File: config.mk
export PLATFORM = sky130hd
export DESIGN_NAME = pcap_capture
export DESIGN_NICKNAME = d
export VERILOG_FILES = /design/src/rtl/pcap_pkg.sv /design/src/rtl/pcap_rst_sync.sv /design/src/rtl/pcap_sync.sv /design/src/rtl/pcap_pacer.sv /design/src/rtl/pcap_capture.sv
export SDC_FILE = /design/constraint.sdc
export NUM_CORES = 1
export LEC_CHECK = 0
export ABC_AREA = 1
export CAP_MARGIN = 20
export CORE_UTILIZATION = 35
export DETAILED_ROUTE_END_ITERATION = 6
export DONT_BUFFER_PORTS = 1
export GPL_ROUTABILITY_DRIVEN = 0
export MAX_ROUTING_LAYER = met4
export RECOVER_POWER = 50
export SLEW_MARGIN = 15
export SYNTH_ARGS = -nofsm -noshare
export SYNTH_HDL_FRONTEND = slang
export SYNTH_SLANG_ARGS = --single-unit
File: constraint.sdc
create_clock -name clk -period 2.3 [get_ports clk]
set_clock_uncertainty 0.2 [all_clocks]
set_input_delay 0.46 -clock clk [delete_from_list [all_inputs] [get_ports clk]]
set_output_delay 0.46 -clock clk [all_outputs]
set_load 0.01 [all_outputs]
File: src/rtl/pcap_pkg.sv
package pcap_pkg;

  typedef enum logic [1:0] {
    CAP_IDLE = 2'd0,
    CAP_RUN  = 2'd1,
    CAP_DONE = 2'd2
  } cap_state_e;

endpackage

File: src/rtl/pcap_rst_sync.sv
module pcap_rst_sync (
  input  logic clk,
  input  logic arst_n,
  output logic rst_n_o
);

  logic stage_a_q;
  logic stage_b_q;

  always_ff @(posedge clk or negedge arst_n) begin
    if (!arst_n) begin
      stage_a_q <= 1'b0;
      stage_b_q <= 1'b0;
    end else begin
      stage_a_q <= 1'b1;
      stage_b_q <= stage_a_q;
    end
  end

  assign rst_n_o = stage_b_q;

endmodule

File: src/rtl/pcap_sync.sv
module pcap_sync #(
  parameter int unsigned W      = 1,
  parameter int unsigned STAGES = 2
) (
  input  logic         clk,
  input  logic         rst_n,
  input  logic [W-1:0] d,
  output logic [W-1:0] q
);

  localparam int unsigned CHAIN_W = W * STAGES;

  logic [CHAIN_W-1:0] chain_q;
  logic [CHAIN_W-1:0] chain_n;

  always_comb begin
    chain_n = {chain_q[CHAIN_W-W-1:0], d};
  end

  always_ff @(posedge clk or negedge rst_n) begin
    if (!rst_n) begin
      chain_q <= '0;
    end else begin
      chain_q <= chain_n;
    end
  end

  assign q = chain_q[CHAIN_W-1 -: W];

endmodule

File: src/rtl/pcap_pacer.sv
module pcap_pacer #(
  parameter int unsigned DIV_CYCLES = 100000
) (
  input  logic clk,
  input  logic rst_n,
  input  logic en,
  output logic pace,
  output logic fall
);

  localparam int unsigned HIGH_CYCLES = DIV_CYCLES / 2;
  localparam int unsigned CNT_W       = $clog2(DIV_CYCLES);
  localparam logic [CNT_W-1:0] CNT_LAST = CNT_W'(DIV_CYCLES - 1);
  localparam logic [CNT_W-1:0] CNT_HIGH = CNT_W'(HIGH_CYCLES);

  logic [CNT_W-1:0] cnt_q, cnt_n;
  logic             pace_q, pace_n;
  logic             pace_d_q;

  always_comb begin
    cnt_n  = '0;
    pace_n = 1'b0;
    if (en) begin
      cnt_n  = (cnt_q == CNT_LAST) ? '0 : cnt_q + 1'b1;
      pace_n = (cnt_q < CNT_HIGH);
    end
  end

  always_ff @(posedge clk or negedge rst_n) begin
    if (!rst_n) begin
      cnt_q    <= '0;
      pace_q   <= 1'b0;
      pace_d_q <= 1'b0;
    end else begin
      cnt_q    <= cnt_n;
      pace_q   <= pace_n;
      pace_d_q <= pace_q;
    end
  end

  assign pace = pace_q;
  assign fall = pace_d_q & ~pace_q;

endmodule

File: src/rtl/pcap_capture.sv
module pcap_capture #(
  parameter int unsigned DIV_CYCLES  = 100000,
  parameter int unsigned NUM_SAMPLES = 7000,
  parameter int unsigned DATA_W      = 8,
  parameter int unsigned IDX_W       = 13
) (
  input  logic              clk,
  input  logic              rst_n,
  input  logic              start_in,
  input  logic [DATA_W-1:0] bus_in,
  output logic              pace_out,
  output logic              sample_valid,
  output logic [DATA_W-1:0] sample_data,
  output logic [IDX_W-1:0]  sample_idx,
  output logic              done
);
  import pcap_pkg::*;

  localparam int unsigned SYNC_W = DATA_W + 1;
  localparam logic [IDX_W-1:0] LAST_IDX = IDX_W'(NUM_SAMPLES - 1);

  logic              rst_int_n;
  logic [SYNC_W-1:0] sync_in, sync_out;
  logic              start_s, start_d_q, start_rise;
  logic [DATA_W-1:0] bus_s;
  logic              run_en, pace_fall;

  cap_state_e        state_q, state_n;
  logic              valid_q, valid_n;
  logic [DATA_W-1:0] data_q, data_n;
  logic [IDX_W-1:0]  idx_q, idx_n;
  logic              done_q, done_n;

  pcap_rst_sync u_rst (
    .clk     (clk),
    .arst_n  (rst_n),
    .rst_n_o (rst_int_n)
  );

  assign sync_in = {start_in, bus_in};

  pcap_sync #(.W(SYNC_W), .STAGES(2)) u_sync (
    .clk   (clk),
    .rst_n (rst_int_n),
    .d     (sync_in),
    .q     (sync_out)
  );

  assign start_s    = sync_out[SYNC_W-1];
  assign bus_s      = sync_out[DATA_W-1:0];
  assign start_rise = start_s & ~start_d_q;
  assign run_en     = (state_q == CAP_RUN);

  pcap_pacer #(.DIV_CYCLES(DIV_CYCLES)) u_pacer (
    .clk   (clk),
    .rst_n (rst_int_n),
    .en    (run_en),
    .pace  (pace_out),
    .fall  (pace_fall)
  );

  always_comb begin
    state_n = state_q;
    valid_n = 1'b0;
    data_n  = data_q;
    idx_n   = idx_q;
    done_n  = done_q;
    unique case (state_q)
      CAP_IDLE: begin
        if (start_rise) state_n = CAP_RUN;
      end
      CAP_RUN: begin
        if (pace_fall) begin
          valid_n = 1'b1;
          data_n  = bus_s;
          idx_n   = idx_q + 1'b1;
          if (idx_q == LAST_IDX) begin
            state_n = CAP_DONE;
            done_n  = 1'b1;
          end
        end
      end
      default: begin
        state_n = CAP_DONE;
      end
    endcase
  end

  always_ff @(posedge clk or negedge rst_int_n) begin
    if (!rst_int_n) begin
      start_d_q <= 1'b0;
      state_q   <= CAP_IDLE;
      valid_q   <= 1'b0;
      data_q    <= '0;
      idx_q     <= '0;
      done_q    <= 1'b0;
    end else begin
      start_d_q <= start_s;
      state_q   <= state_n;
      valid_q   <= valid_n;
      data_q    <= data_n;
      idx_q     <= idx_n;
      done_q    <= done_n;
    end
  end

  assign sample_valid = valid_q;
  assign sample_data  = data_q;
  assign sample_idx   = idx_q;
  assign done         = done_q;

endmodule

==> impl_metrics.csv <==
group,metric,value,unit
placed_design,place_hpwl,3.588,mm
floorplan,die_w,91.01,um
sta,finalCritPeriodShare,72.97,%
global_routing,grt_max_degree,38,
final_layout,layout_commonest_cell,"nand2_1",
min_path,hold_path_class,"reg -> reg",
routing,drtAntennaViolNets,0,
routing,viasPerCell,4.571,
synthesis,syn_nets,313,
final_layout,drive_gt1_share,12.31,%
synthesis,ys_warn_count,0,
cts,clk_pin_slew,0.07,ns
sta,drv_slew,0,
min_path,whs_path_depth,0,
final_layout,post-route-util,42.29,%
floorplan,initial_utilization,36.07,%
cts,insertion_delay,0.34,ns
final_layout,multi_input_comb_area,1017,sq um
routing,wl,5.145,mm
setup_path,critPathTopFamily,"simple AND/OR/NAND/NOR gates",
cts,clockRootBuffer,"clkbuf_8",
synthesis,synth_top_area_share,58.66,%
synthesis,ys_seq_area_share,58.66,%
final_layout,final_cell_mix,"89 x nand2_1, 65 x dfrtp_1, 34 x nor2_1, 27 x inv_1, 15 x nand3_1",
setup_path,slowest_delay,0.50,ns
final_layout,num_antenna_cells,0,
global_routing,antenna_found_initial,0,
synthesis,syn_inst,300,
flow_run,drv_cap,0,
setup_path,path_cells,"ha_1 > inv_1 > nor3_1 > nand3_1 > nand2_1 > nand2_1",
final_layout,register_area,1627,sq um
setup_path,critPathLaunchType,"flop",
sta,finalSetupTns,0,ns
status,status,"complete, no violations",
global_routing,grt_pass1_vias,2015,
cts,clock_path_buffers,2,
synthesis,yosys-top-cells-area,"dfrtp_1 59%, nand2_1 12%, nor2_1 4.6%, inv_1 3.7%, xor2_1 2.8%",
routing,avgRoutedWirePerCell,12.05,um
final_layout,fin_cells,427,
global_routing,overflow,0,
sta,fin_crit,1.678,ns
setup_path,cp_data_required_time,2.33,ns
cts,cts_max_level,3,
placed_design,portBuffers,0,
synthesis,ys_seq_elements,65,
power,fin_total_pwr,3.016,mW
synthesis,synth_ff_type,"dfrtp_1",
power,powerDensity,927.8,nW/um^2
routing,drtIter0Drc,71,
floorplan,rows,32,
setup_path,crit_top_cell,"nand2_1",
synthesis,yosys.area.top_type,"dfrtp_1",
synthesis,synth_area,2773,sq um
setup_path,cp.depth,6,
floorplan,pin_count,35,
sta,tightest_slew,1.095,ns
setup_path,crit_arrival,1.71,ns
cts,post_cts_resize_count,0,
sta,finalSetupViolations,0,
synthesis,syn_avg_cell_area,9.242,sq um
cts,numCtsBuffers,9,
placed_design,post-place-cells,401,
final_layout,area_growth,17.24,%
floorplan,die_h,91.01,um
final_layout,nNetsFinal,333,
power,p_leak,1.509,nW
sta,relSlewSlack,27.03,%
cts,cts_tree,"done",
setup_path,path_max_fanout,6,
sta,hold_viol_final,0,
global_routing,grt_pass1_wl,9.480,mm
setup_path,criticalPathCategory,"reg -> reg",
floorplan,core_area,7687,sq um
setup_path,crit_buf_inv,1,
routing,drtPass1Iterations,4,
synthesis,yosysUniqueCellTypes,28,
synthesis,async_flop_share,100.0,%
setup_path,critPathSlowestCell,"dfrtp_1",
synthesis,synth-edff-count,0,
setup_path,cp-end-kind,"flop",
final_layout,fillers,759,
sta,maxClockFrequency,595.8,MHz
setup_path,rr_worst_depth,6,
power,irDropWorstVdd,0.0005000,V
sta,grt_setup_unrepaired,"no",
cts,cts_sinks,65,
floorplan,die-area,8282,sq um
global_routing,grtUsageTotal,15.26,%
routing,vias,1952,
routing,post-route-drc-count,0,
==> per-stage QoR <==
stage               worst slack [ns]  hold slack (ns)  area (sq um)
floorplan                     0.1561         -0.03559          2773
finish                        0.6217           0.1436          3251
detailed placement            0.5685         -0.03553          2909
CTS                           0.5842           0.1106          3252
global route                  0.4496           0.1254          3251
global placement              0.6396         -0.03553          2909
==> power breakdown <==
part | leakage (nW) | internal (mW) | switching [mW]
Combinational | 0.572 | 0.131 | 0.181
Clock | 0.115 | 0.719 | 0.454
Sequential | 0.821 | 1.31 | 0.226
==> flip-flops by register name, summed over array words and instances (netlist names) <==
signal,cells
state_q,2
u_pacer.cnt_q,17
sample_valid,1
u_pacer.pace,1
u_rst.rst_n_o,1
sample_idx,13
start_d_q,1
u_sync.chain_q,18
u_rst.stage_a_q,1
done,1
sample_data,8
u_pacer.pace_d_q,1
==> worst paths after layout <==
check / start / endpoint / slack [ns]
min: u_sync.chain_q[0]$_DFF_PN0_ / u_sync.chain_q[9]$_DFF_PN0_ / 0.14
min in group asynchronous: rst_n / u_rst.rst_n_o$_DFF_PN0_ / 0.15
max reg2reg: sample_idx[0]$_DFFE_PN0P_ / state_q[0]$_DFFE_PN0P_ / 0.62
max: sample_idx[0]$_DFFE_PN0P_ / state_q[0]$_DFFE_PN0P_ / 0.62
min reg2reg: u_sync.chain_q[0]$_DFF_PN0_ / u_sync.chain_q[9]$_DFF_PN0_ / 0.14
max in group asynchronous: u_rst.rst_n_o$_DFF_PN0_ / sample_idx[0]$_DFFE_PN0P_ / 0.89
==> final cells by class <==
class	count	area share [%]
flip-flops and latches	65	50.04
clock buffers	9	3.811
clock inverters	7	3.657
multi-input cells	202	31.29
repair buffers	11	3.695
well taps	102	3.926
inverters	31	3.580
==> what timing repair did <==
action / in CTS / in global routing
buffers inserted: 0 / 0
hold buffers: 10 / 0
endpoints found under the hold margin: 11 / 0
==> kinds of logic after synthesis <==
logic type / synth area share [%]
flip-flops: 58.66
AND/OR/NAND/NOR: 28.52
adder cells (fa/ha/maj): 0.9024
XOR/XNOR: 4.422
AO/OA/AOI/OAI: 2.708
other: 0.1352
buffers and inverters: 4.648
==> synth_stat cells (3+ instances only) <==
cell	instances
inv_2	4
nor2_1	34
nor3_1	6
nor2_4	3
a21oi_1	4
o21ai_1	3
nand4_1	7
nor2_2	5
xor2_1	9
inv_1	27
nand2_1	89
nand3_1	15
dfrtp_1	65
nand2_2	7
xnor2_1	5
==> per-layer routing <==
layer,GRT usage (%),part of all wire (%),up-vias
met3,6.114,6.3,10
met4,6.746,2.0,0
met2,22.92,47,46
met5,-,0,-
met1,18.10,45,921
li1,-,-,975
(Power assumes the default switching activity.)
